## config.mk

```make
export PLATFORM = sky130hd
export DESIGN_NAME = iott_walker
export DESIGN_NICKNAME = d
export VERILOG_FILES = /design/src/rtl/iott_pkg.sv /design/src/rtl/iott_regs.sv /design/src/rtl/iott_index.sv /design/src/rtl/iott_decode.sv /design/src/rtl/iott_walker.sv
export SDC_FILE = /design/constraint.sdc
export NUM_CORES = 1
export LEC_CHECK = 0
export BUFFER_PORTS_ARGS = -buffer_cell sky130_fd_sc_hd__buf_2
export CAP_MARGIN = 20
export CORE_ASPECT_RATIO = 1.25
export CORE_UTILIZATION = 61
export CTS_CLUSTER_DIAMETER = 50
export DETAILED_ROUTE_END_ITERATION = 16
export PLACE_DENSITY = 0.91
export RECOVER_POWER = 25
export SLEW_MARGIN = 25
export SYNTH_ARGS = -nofsm -noshare
export SYNTH_HDL_FRONTEND = slang
export SYNTH_HIERARCHICAL = 1
export SYNTH_SLANG_ARGS = --single-unit
export TNS_END_PERCENT = 20
```

## constraint.sdc

```tcl
create_clock -name clk -period 14.2 [get_ports clk]
set_input_delay 4.26 -clock clk [delete_from_list [all_inputs] [get_ports clk]]
set_output_delay 4.26 -clock clk [all_outputs]
set_load 0.1 [all_outputs]
```

## src/rtl/iott_pkg.sv

```systemverilog
package iott_pkg;
  localparam int unsigned WORD_W   = 64;
  localparam int unsigned HALF_W   = 32;
  localparam int unsigned CTL_EN   = 0;
  localparam int unsigned CTL_BIG  = 2;
  localparam int unsigned CTL_SZ   = 16;
  localparam int unsigned SZ_W     = 3;
  localparam int unsigned ENT_V    = 63;
  localparam int unsigned ENT_BIG  = 61;
  localparam int unsigned ENT_W    = 1;
  localparam int unsigned PA_TOP   = 40;
  localparam int unsigned SH_SMALL = 13;
  localparam int unsigned SH_BIG   = 16;
  localparam int unsigned IDX_MIN  = 10;
  localparam int unsigned BIG_MAXN = 5;

  typedef enum logic [1:0] {ST_IDLE, ST_FETCH, ST_WAIT} walk_st_e;

  typedef struct packed {
    logic [WORD_W-1:0] paddr;
    logic              rd_ok;
    logic              wr_ok;
    logic              big;
  } xl_res_t;

  function automatic logic [WORD_W-1:0] byte_rev(input logic [WORD_W-1:0] w);
    logic [WORD_W-1:0] r;
    for (int k = 0; k < WORD_W/8; k++) r[8*k +: 8] = w[WORD_W-8-8*k +: 8];
    return r;
  endfunction

  // Byte offset of the entry in the table: selected index bits, times 8.
  function automatic logic [WORD_W-1:0] table_offset(input logic [WORD_W-1:0] iova,
                                                     input logic big,
                                                     input logic [SZ_W-1:0] n);
    int unsigned lo, hi;
    logic [WORD_W-1:0] m;
    lo = big ? SH_BIG : SH_SMALL;
    hi = lo + IDX_MIN - 1 + int'(n);
    m  = '0;
    for (int i = 0; i < WORD_W; i++)
      if (i >= int'(lo) && i <= int'(hi)) m[i] = iova[i];
    return m >> (lo - 3);
  endfunction

  function automatic logic size_legal(input logic big, input logic [SZ_W-1:0] n);
    return !big || (n <= SZ_W'(BIG_MAXN));
  endfunction

  function automatic xl_res_t no_access();
    xl_res_t r;
    r = '0;
    return r;
  endfunction

  function automatic xl_res_t pass_through(input logic [WORD_W-1:0] iova);
    xl_res_t r;
    r.paddr = iova;
    r.rd_ok = 1'b1;
    r.wr_ok = 1'b1;
    r.big   = 1'b0;
    return r;
  endfunction

  function automatic xl_res_t decode_entry(input logic [WORD_W-1:0] ent,
                                           input logic [WORD_W-1:0] iova);
    xl_res_t r;
    r = '0;
    if (ent[ENT_V]) begin
      r.rd_ok = 1'b1;
      r.wr_ok = ent[ENT_W];
      r.big   = ent[ENT_BIG];
      for (int i = 0; i <= PA_TOP; i++) begin
        if (i < (ent[ENT_BIG] ? SH_BIG : SH_SMALL)) r.paddr[i] = iova[i];
        else                                         r.paddr[i] = ent[i];
      end
    end
    return r;
  endfunction
endpackage

```

## src/rtl/iott_regs.sv

```systemverilog
module iott_regs
  import iott_pkg::*;
#(
  parameter int unsigned REG_AW = 5,
  parameter int unsigned NREG   = 2
) (
  input  logic              clk,
  input  logic              rst_n,
  input  logic              reg_en,
  input  logic              reg_we,
  input  logic              reg_wide,
  input  logic [REG_AW-1:0] reg_addr,
  input  logic [WORD_W-1:0] reg_wdata,
  output logic [WORD_W-1:0] reg_rdata,
  output logic [WORD_W-1:0] ctrl_q,
  output logic [WORD_W-1:0] base_q
);
  logic [NREG-1:0][WORD_W-1:0] regs_all;
  logic [NREG-1:0][WORD_W-1:0] rd_part;

  for (genvar g = 0; g < NREG; g++) begin : g_reg
    localparam logic [REG_AW-1:0] OFF_HI = REG_AW'(g * 8);
    localparam logic [REG_AW-1:0] OFF_LO = REG_AW'(g * 8 + 4);
    logic hit_full, hit_hi, hit_lo;
    logic [WORD_W-1:0] r_q;

    assign hit_full = (reg_addr == OFF_HI) && reg_wide;
    assign hit_hi   = (reg_addr == OFF_HI) && !reg_wide;
    assign hit_lo   = (reg_addr == OFF_LO) && !reg_wide;

    always_ff @(posedge clk) begin
      if (!rst_n) r_q <= '0;
      else if (reg_en && reg_we) begin
        if (hit_full)    r_q <= reg_wdata;
        else if (hit_hi) r_q[WORD_W-1:HALF_W] <= reg_wdata[HALF_W-1:0];
        else if (hit_lo) r_q[HALF_W-1:0] <= reg_wdata[HALF_W-1:0];
      end
    end

    always_comb begin
      rd_part[g] = '0;
      if (hit_full)    rd_part[g] = r_q;
      else if (hit_hi) rd_part[g] = {{HALF_W{1'b0}}, r_q[WORD_W-1:HALF_W]};
      else if (hit_lo) rd_part[g] = {{HALF_W{1'b0}}, r_q[HALF_W-1:0]};
    end

    assign regs_all[g] = r_q;
  end

  always_comb begin
    reg_rdata = '0;
    if (reg_en && !reg_we)
      for (int g = 0; g < NREG; g++) reg_rdata = reg_rdata | rd_part[g];
  end

  assign ctrl_q = regs_all[0];
  assign base_q = regs_all[1];
endmodule

```

## src/rtl/iott_index.sv

```systemverilog
module iott_index
  import iott_pkg::*;
(
  input  logic [WORD_W-1:0] iova,
  input  logic [WORD_W-1:0] ctrl,
  input  logic [WORD_W-1:0] base,
  output logic              cfg_en,
  output logic              cfg_big_fmt,
  output logic [SZ_W-1:0]   cfg_size,
  output logic              size_ok,
  output logic [WORD_W-1:0] fetch_addr
);
  assign cfg_en      = ctrl[CTL_EN];
  assign cfg_big_fmt = ctrl[CTL_BIG];
  assign cfg_size    = ctrl[CTL_SZ +: SZ_W];
  assign size_ok     = size_legal(cfg_big_fmt, cfg_size);
  assign fetch_addr  = base + table_offset(iova, cfg_big_fmt, cfg_size);
endmodule

```

## src/rtl/iott_decode.sv

```systemverilog
module iott_decode
  import iott_pkg::*;
(
  input  logic [WORD_W-1:0] bus_word,
  input  logic [WORD_W-1:0] iova,
  output logic [WORD_W-1:0] entry,
  output xl_res_t           res
);
  assign entry = byte_rev(bus_word);
  assign res   = decode_entry(entry, iova);
endmodule

```

## src/rtl/iott_walker.sv

```systemverilog
module iott_walker
  import iott_pkg::*;
#(
  parameter int unsigned REG_AW = 5
) (
  input  logic              clk,
  input  logic              rst_n,
  input  logic              reg_en,
  input  logic              reg_we,
  input  logic              reg_wide,
  input  logic [REG_AW-1:0] reg_addr,
  input  logic [63:0]       reg_wdata,
  output logic [63:0]       reg_rdata,
  input  logic              xl_req_valid,
  output logic              xl_req_ready,
  input  logic [63:0]       xl_req_addr,
  output logic              xl_rsp_valid,
  output logic [63:0]       xl_rsp_paddr,
  output logic              xl_rsp_rd_ok,
  output logic              xl_rsp_wr_ok,
  output logic              xl_rsp_big,
  output logic              mem_req_valid,
  input  logic              mem_req_ready,
  output logic [63:0]       mem_req_addr,
  input  logic              mem_rsp_valid,
  input  logic [63:0]       mem_rsp_data
);
  logic [WORD_W-1:0] ctrl_q, base_q, fetch_addr, entry_w;
  logic              cfg_en, cfg_big_fmt, size_ok;
  logic [SZ_W-1:0]   cfg_size;
  logic              acc_fire, wait_rsp;
  walk_st_e          st_q;
  logic [WORD_W-1:0] iova_q, fetch_q;
  xl_res_t           res_q, dec_res;
  logic              rsp_v_q;

  iott_regs #(.REG_AW(REG_AW), .NREG(2)) u_regs (
    .clk(clk), .rst_n(rst_n), .reg_en(reg_en), .reg_we(reg_we),
    .reg_wide(reg_wide), .reg_addr(reg_addr), .reg_wdata(reg_wdata),
    .reg_rdata(reg_rdata), .ctrl_q(ctrl_q), .base_q(base_q)
  );

  iott_index u_index (
    .iova(xl_req_addr), .ctrl(ctrl_q), .base(base_q),
    .cfg_en(cfg_en), .cfg_big_fmt(cfg_big_fmt), .cfg_size(cfg_size),
    .size_ok(size_ok), .fetch_addr(fetch_addr)
  );

  iott_decode u_decode (
    .bus_word(mem_rsp_data), .iova(iova_q), .entry(entry_w), .res(dec_res)
  );

  assign xl_req_ready = (st_q == ST_IDLE);
  assign acc_fire     = xl_req_valid && xl_req_ready;
  assign wait_rsp     = (st_q == ST_WAIT);

  always_ff @(posedge clk) begin
    if (!rst_n) begin
      st_q    <= ST_IDLE;
      iova_q  <= '0;
      fetch_q <= '0;
      res_q   <= '0;
      rsp_v_q <= 1'b0;
    end else begin
      rsp_v_q <= 1'b0;
      unique case (st_q)
        ST_IDLE: if (acc_fire) begin
          iova_q <= xl_req_addr;
          if (!cfg_en) begin
            res_q   <= pass_through(xl_req_addr);
            rsp_v_q <= 1'b1;
          end else if (!size_ok) begin
            res_q   <= no_access();
            rsp_v_q <= 1'b1;
          end else begin
            fetch_q <= fetch_addr;
            st_q    <= ST_FETCH;
          end
        end
        ST_FETCH: if (mem_req_ready) st_q <= ST_WAIT;
        ST_WAIT: if (mem_rsp_valid) begin
          res_q   <= dec_res;
          rsp_v_q <= 1'b1;
          st_q    <= ST_IDLE;
        end
        default: st_q <= ST_IDLE;
      endcase
    end
  end

  assign mem_req_valid = (st_q == ST_FETCH);
  assign mem_req_addr  = fetch_q;
  assign xl_rsp_valid  = rsp_v_q;
  assign xl_rsp_paddr  = res_q.paddr;
  assign xl_rsp_rd_ok  = res_q.rd_ok;
  assign xl_rsp_wr_ok  = res_q.wr_ok;
  assign xl_rsp_big    = res_q.big;
endmodule

```

# Yosys cells after proc, flatten, opt, wreduce, memory -nomap -nowiden
# Cells that the tools add are included.
totals:
  reg_bits: 303
  inputBits: 205
  out_inout_bits: 198
  elab_cells: 433
classes:
  addsub: 5
  n_lt_le_gt_ge: 170
  eq_ne: 13
  n_shift: 1
  mux: 139
  bitwise_logic: 1
  n_reduce_logical: 92
op_table:
  columns: ["operator", "n"]
  rows:
  - ["$ge A7 B32 Y1 const A", 32]
  - ["$le A7 B32 Y1 const A", 32]
  - ["$ge A6 B32 Y1 const A", 16]
  - ["$le A6 B32 Y1 const A", 16]
  - ["$mux W64", 7]
  - ["$mux W67", 4]
  - ["$ge A5 B32 Y1 const A", 8]
  - ["$le A5 B32 Y1 const A", 8]
  - ["$mux W32", 8]
  - ["$lt A6 B32 Y1 const A", 5]
  - ["$pmux W67 S2", 1]
  - ["$ge A4 B32 Y1 const A", 4]
  - ["$le A4 B32 Y1 const A", 4]
  - ["$mux W1", 109]
  - ["$lt A5 B5 Y1 const A", 16]
  - ["$logic_and A1 B1 Y1", 73]
  - ["$add A64 B64 Y64", 1]
  - ["$ge A3 B32 Y1 const A", 2]
  - ["$le A3 B32 Y1 const A", 2]
  - ["$or A64 B64 Y64", 1]
  - ["$shr A64 B32 Y64", 1]
  - ["$mux W44", 1]
  - ["$lt A4 B5 Y1 const A", 8]
  - ["$add A32 B3 Y32", 1]
  - ["32 further kinds", 61]

# Depth between registers and ports, before layout
# Gate-level depths: netlist (run 1).
logic_depth:
  depth_word: 9
  mapped_depth: 24
  mapped_depth_nobuf: 24

# Cells and area by module
# The synthesis (run 1) kept the hierarchy.
by_module_without_submodules:
  columns: ["module", "n_inst", "cells_each", "area_per_inst_um2", "seq_area_each_um2"]
  rows:
  - ["iott_walker", 1, 944, 8431.8, 3963.8]
  - ["iott_regs", 1, 827, 6142.1, 2562.5]
  - ["iott_index", 1, 661, 4260.3, 0.0]
  - ["iott_decode", 1, 139, 991.0, 0.0]

# Worst setup path before layout (run 1)
# Ideal clock, no wire load.
synth_path:
  kind: "input -> output"
  from: "input reg_addr[4]"
  to: "output reg_rdata[10]"
  t_arrival_ns: 6.968
  required_time_ns: 9.940
  setup_slack_ns: 2.972
  stages: 6
  n_path_buf: 2
  path_cell_list: "or4b_1 -> buf_2 -> nor2_1 -> clkbuf_1 -> a22oi_1 -> a21oi_1"
synth_between:
  elab_chain_cells: 7
  elab_cells_between_ends: 18
  cone_classes: "eq/ne (3); mux (7); bitwise (1); reduce/logical (7)"
synth_rtl:
  columns: ["element", "line_no", "text"]
  rows:
  - ["start, declared", "iott_walker.sv:11", "input logic [REG_AW-1:0] reg_addr,"]
  - ["$eq A5 B3 Y1 or $eq A5 B4 Y1 (tied branches)", "iott_regs.sv:29", "assign hit_lo = (reg_addr == OFF_LO) && !reg_wide;"]
  - ["$logic_and A1 B1 Y1", "iott_regs.sv:29", null]
  - ["$mux W32", "iott_regs.sv:44", "else if (hit_lo) rd_part[g] = {{HALF_W{1'b0}}, r_q[HALF_W-1:0]};"]
  - ["$mux W64", "iott_regs.sv:43", "else if (hit_hi) rd_part[g] = {{HALF_W{1'b0}}, r_q[WORD_W-1:HALF_W]};"]
  - ["$mux W64", "iott_regs.sv:42", "if (hit_full) rd_part[g] = r_q;"]
  - ["$or A64 B64 Y64 (*)", "iott_regs.sv:53", "for (int g = 0; g < NREG; g++) reg_rdata = reg_rdata | rd_part[g];"]
  - ["$mux W64 (*)", "iott_regs.sv:52", "if (reg_en && !reg_we)"]
  - ["end, declared", "iott_walker.sv:13", "output logic [63:0] reg_rdata,"]
# Mark *: on every way between the ends. The rest lies on a longest branch, timed or not.

# Worst setup path after layout (run 1)
layout_path:
  from: "input reg_addr[4]"
  to: "output reg_rdata[48]"
layout_between:
  elab_chain_cells: 5
  elab_cells_between_ends: 8
  cone_classes: "eq/ne (1); mux (3); bitwise (1); reduce/logical (3)"
layout_rtl:
  columns: ["element", "line_no", "text"]
  rows:
  - ["$eq A5 B4 Y1 or $logic_not A5 Y1 (tied branches)", "iott_regs.sv:27", "assign hit_full = (reg_addr == OFF_HI) && reg_wide;"]
  - ["$logic_and A1 B1 Y1", "iott_regs.sv:27", null]
  - ["$mux W64", "iott_regs.sv:42", null]
  - ["$or A64 B64 Y64 (*)", "iott_regs.sv:53", null]
  - ["$mux W64 (*)", "iott_regs.sv:52", null]
# Marked as above.

==> metrics.csv, run 1 <==
metric;value;unit
status;finished, violations left;
violations;max-capacitance violations, max-slew violations;
critPathKind;in2out;
drv_cap;2;
crit_top_cell;buf_2;
wl_met3;6370;microns
hold_viol_final;0;
maxSlewHeadroom;-105;%
place_area;0.0192;sq mm
clock_latency;610;ps
area_growth;15.4;%
hpwl;44200;microns
r2r-start;u_regs/ctrl_q[2];
clk_pin_slew;60;ps
clockBufferDepth;3;
slowest_delay;1050;ps
cp_slowest_cell;or4b_2;
cp_data_required_time;9940;ps
drt_wl_total;62500;microns
holdWs;451;ps
switching_power;0.000562;W
final.min_clock_period;11730;ps
rr_endpoint;mem_req_addr[54];
ir_drop;0.133;mV
drtIter0Drc;2255;
postSynthCellCount;2301;
fin_area;0.0203;sq mm
path_max_fanout;33;
yosysWarnings;6;
die-area;0.0295;sq mm
min_path_type;reg2reg;
clock_sinks;278;
rr_worst_depth;23;
wl_met2;28700;microns
drive_gt1_share;18.6;%
grt_usage;40.4;%
p_int;0.00138;W
multiInputGateArea;0.0111;sq mm
ios;403;
startpoint;reg_addr[4];
reg2reg_slack;7270;ps
gr-total-overflow;0;
p_clk_share;43.4;%
switching_share;29.0;%
rows;69;
comb_power_share;14.9;%
cts_root_buf;clkbuf_16;
powerDensity;95.6;mW/mm^2
io_buffers;369;
finalCritPeriodShare;82.6;%
grt_pass1_wl;94000;microns
avgViaCountPerCell;6.46;
cts_setup_buffers;0;
setup_viol;0;
cts_hold_buf;0;
clock_skew;43.5;ps
register_area;0.00557;sq mm
grt_max_degree;80;
min-delay-start;mem_req_addr[19];
rsz0062_at_grt;false;
crit_path_start_kind;input port;
start_util;61.9;%
slew_violations;156;
dr.max_layer_used;met5;
core;0.0284;sq mm
drc;0;
htree_levels;1;
setup_tns;0;ps
dieWidth;154;microns
gp_congestion;0.968;
post_synth.cell_area_avg;7.64;sq um
wl_met1;22500;microns
syn_area;0.0176;sq mm
fill_cells;2194;
antenna_found_initial;6;
endpoint;reg_rdata[48];
fmax;85.3;MHz
firstDrtPassIters;6;
layout.nets;2819;
numCtsBuffers;30;
cts-resized-gates;0;
wl_per_cell;21.3;microns
path_cells;buf_2, or4b_2, nor2_4, buf_4, a22oi_1, nor2_1, buf_2;
ant_nets;0;
tritoncts;done;
fp.dieH;192;microns
route.vias.total;19000;
finalPower;0.00194;W
max_slew.worst_pin.slew;3070;ps
cp.arrival;7470;ps
grt_pass1_vias;17300;
p_leak;8.08;nW
end_kind;primary output;
power_frac_seq;41.7;%
layout by cell type, fill, tap and decap left out, types with 16 or more instances in the layout:
cell type	count
nand4_1	16
nand2_1	410
dfxtp_1	275
clkbuf_16	30
xnor2_1	37
nand2b_1	38
a21o_1	22
o21a_1	69
buf_2	333
a22oi_1	100
o22a_1	21
o21ai_1	21
nand2_2	21
ha_1	60
conb_1	40
and2_1	50
nand3_1	34
clkbuf_1	43
o21ai_0	162
a211oi_1	58
buf_4	24
inv_1	18
a21oi_1	168
a21boi_1	57
nor3b_1	55
a21boi_0	85
nor2_1	102
xor2_1	27
power by group through the flow:
stage	combinational (W)	clock [W]	sequential (W)
floorplan	0.000111	0	0.000924
global placement	0.000276	0	0.000824
detailed placement	0.000280	0	0.000825
CTS	0.000282	0.000841	0.000808
global route	0.000302	0.000875	0.000810
finish	0.000289	0.000842	0.000808
flip-flops by register name, summed over array words and instances, names as in the netlist:
signal	count
u_regs/base_q	64
xl_rsp_wr_ok	1
mem_req_addr	64
xl_rsp_big	1
xl_rsp_rd_ok	1
xl_rsp_paddr	64
st_q	2
u_regs/ctrl_q	64
xl_rsp_valid	1
iova_q	16
how the worst min path moves through the flow:
stage                                    to  slack [ps]  cells after the start
after floorplan                   iova_q[0]         430                      2
after global placement           iova_q[11]         440                      2
after detailed placement   mem_req_addr[19]         440                      2
after CTS                  mem_req_addr[19]         450                      2
after global routing      u_regs/ctrl_q[22]         470                      2
final                      mem_req_addr[19]         450                      2
per-layer routing:
metal	vias up	track usage, %
met5	-	0
met4	4	32.0
met3	296	8.64
met2	1224	65.6
met1	8851	46.4
li1	8587	-
metrics by stage:
step                      utilization, %  setup slack, ps  instances
after floorplan                        -             2970       2339
after global placement              67.6             2550       2873
after detailed placement            67.6             2630       2873
after CTS                           71.4             2620       2929
after global routing                71.4             2450       2934
final                               71.4             2470       2934
final cells by class:
type	count	share of cell area, %
Clock buffer	39	4.01
Antenna cell	3	0.0370
Timing Repair Buffer	396	10.1
Clock inverter	17	1.27
Sequential cell	278	27.5
Tap cell	355	2.19
Multi-Input combinational cell	1826	54.6
Inverter	20	0.370
critical path, delay by kind of cell:
| kind | cells | cell delay, ps |
|---|---|---|
| compound gates | 1 | 120 |
| buf+inv | 3 | 1070 |
| simple gates | 3 | 2000 |
Note: power is estimated with default switching activity, not from simulation.
==> run 2, diff against run 1 <==
ABC_AREA = 1   (was default)
CORE_UTILIZATION = 58   (was 61)
PLACE_DENSITY = 0.86   (was 0.91)
clock period = 11.2 ns   (was 14.2 ns; I/O delays follow)
==> run 2 against run 1 <==
The run still ends with max-capacitance violations, max-slew violations left. Total power increased by 28%. Flip-flop and latch count unchanged. Sequential power increased by 27%. Wire length increased by 23%. Critical endpoint is now reg_rdata[9]. Largest power group is now sequential cells. Die area increased by 29%. Area after synthesis increased by 23%. Clock skew decreased by 24 ps. Utilization decreased by 5.3 points. Global-route usage decreased by 1.1 points. Highest routed layer is now met4. Non-clock buffer count increased by 5.
==> metrics.csv, run 2 <==
metric;value;unit;change
clock_skew;19.3;ps;-24.3 ps
ant_nets;0;;unchanged
clock_sinks;278;;unchanged
ir_drop;0.119;mV;-10%
fin_util;66.1;%;-5.3 points
core;0.0365;sq mm;+29%
die-area;0.0381;sq mm;+29%
slew_violations;117;;-25%
io_buffers;369;;unchanged
hold_viol_final;0;;unchanged
clk_pin_slew;60;ps;about the same
path_cells;buf_2, nor2_2, buf_4, nand3_4, nor2_4, nand2_1, nand3_1, nor2_1, nor2_1, buf_2;;
layout.nets;4315;;+53%
drtIter0Drc;2374;;+5.3%
final.min_clock_period;9300;ps;
cp.arrival;5940;ps;-1530 ps
fin_cells;4549;;+55%
hpwl;56700;microns;+28%
htree_levels;1;;unchanged
path_max_fanout;32;;-3.0%
drv_cap;1;;-1
setup_tns;0;ps;unchanged
reg2reg_slack;6260;ps;-1010 ps
maxSlewHeadroom;-188;%;-84 points
postSynthCellCount;3817;;+66%
fmax;108;MHz;
avgViaCountPerCell;5.55;;-14%
clock_latency;600;ps;about the same
grt_usage;39.3;%;-1.1 points
post-place-cells;4496;;+56%
yosysWarnings;6;;unchanged
start_util;59.3;%;-2.7 points
drt_wl_total;76800;microns;+23%
max_slew.worst_pin.slew;4320;ps;+1250 ps
use_met1;45.3;%;-1.1 points
firstDrtPassIters;6;;unchanged
tritoncts;done;;
rows;78;;+13%
rsz0062_at_grt;false;;
cp_slowest_cell;nor2_4;;
drc;0;;unchanged
dieWidth;175;microns;+14%
area_growth;11.6;%;
grt_pass1_wl;119000;microns;+27%
slowest_delay;750;ps;-300 ps
place_ws;2060;ps;-570 ps
cts_root_buf;clkbuf_16;;
gr-total-overflow;0;;unchanged
cts_hold_buf;0;;unchanged
numCtsBuffers;29;;-3.3%
grt_busiest_layer;met2;;
holdWs;483;ps;+31.7 ps
end_kind;primary output;;
final_cell_mix;nand2_1 (1042), nor2_1 (540), nand3_1 (510);;
violations;max-capacitance violations, max-slew violations;;
setup_viol;0;;unchanged
ios;403;;unchanged
gp_congestion;1.04;;+7.3%
cp_data_required_time;7840;ps;-2100 ps
cts_setup_buffers;0;;unchanged
finalCritPeriodShare;83.0;%;
grtUsageMet3;6.19;%;-2.5 points
fp.dieH;218;microns;+14%
antenna_found_initial;1;;-5
grt_max_degree;117;;+46%
p_leak;13.2;nW;+64%
min_path_type;reg2reg;;
status;finished, violations left;;
critPathKind;in2out;;
drive_gt1_share;11.0;%;-7.6 points
route.vias.total;25300;;+33%
fin_ws;1900;ps;-572 ps
powerDensity;102;mW/mm^2;+7.2%
use_met2;66.2;%;+0.52 points
cts-resized-gates;0;;unchanged
grt_pass1_vias;22900;;+32%
syn_area;0.0216;sq mm;+23%
post_synth.cell_area_avg;5.67;sq um;-26%
crit_path_start_kind;input port;;
clockBufferDepth;3;;unchanged
wl_per_cell;16.9;microns;-21%
layout_commonest_cell;nand2_1;;
-- run 2: stage by stage --
step	power [W]	instance area [sq um]
detailed placement	0.00150	23300
global route	0.00255	24100
CTS	0.00247	24200
floorplan	0.00139	21800
global placement	0.00149	23300
finish	0.00247	24100
-- run 2: critical path: cells and delay by family --
family / cells / cell delay (ps)
simple gates: 7 / 1560
buf+inv: 3 / 990
-- run 2: routing by layer --
metal / vias to the layer above / wire length (microns)
li1: 12400 / -
met1: 11200 / 28600
met2: 1287 / 35800
met3: 301 / 6650
met4: 0 / 5730
met5: - / 0
-- run 2: final timing paths --
path                         start  cells past startpoint                to
hold reg to reg          iova_q[3]                      2         iova_q[3]
hold / removal           iova_q[3]                      2         iova_q[3]
setup / recovery       reg_addr[3]                     10      reg_rdata[9]
setup reg to reg  u_regs/ctrl_q[2]                     22  mem_req_addr[23]
-- run 2: final cells by class --
cell class,instances,area (sq um)
clock buffer,44,852
fill,3678,12400
antenna,2,5.00
multi-input combinational,2823,13100
inverter,515,1940
sequential,278,5570
clock inverter,6,101
tap,480,601
timing repair buffer,401,1970
-- run 2: where the power goes --
| group | leakage (nW) | switching [W] | internal [W] |
|---|---|---|---|
| clock | 0.469 | 0.000421 | 0.000569 |
| combinational | 10.5 | 0.000347 | 0.000101 |
| sequential | 2.26 | 0.0000179 | 0.00102 |
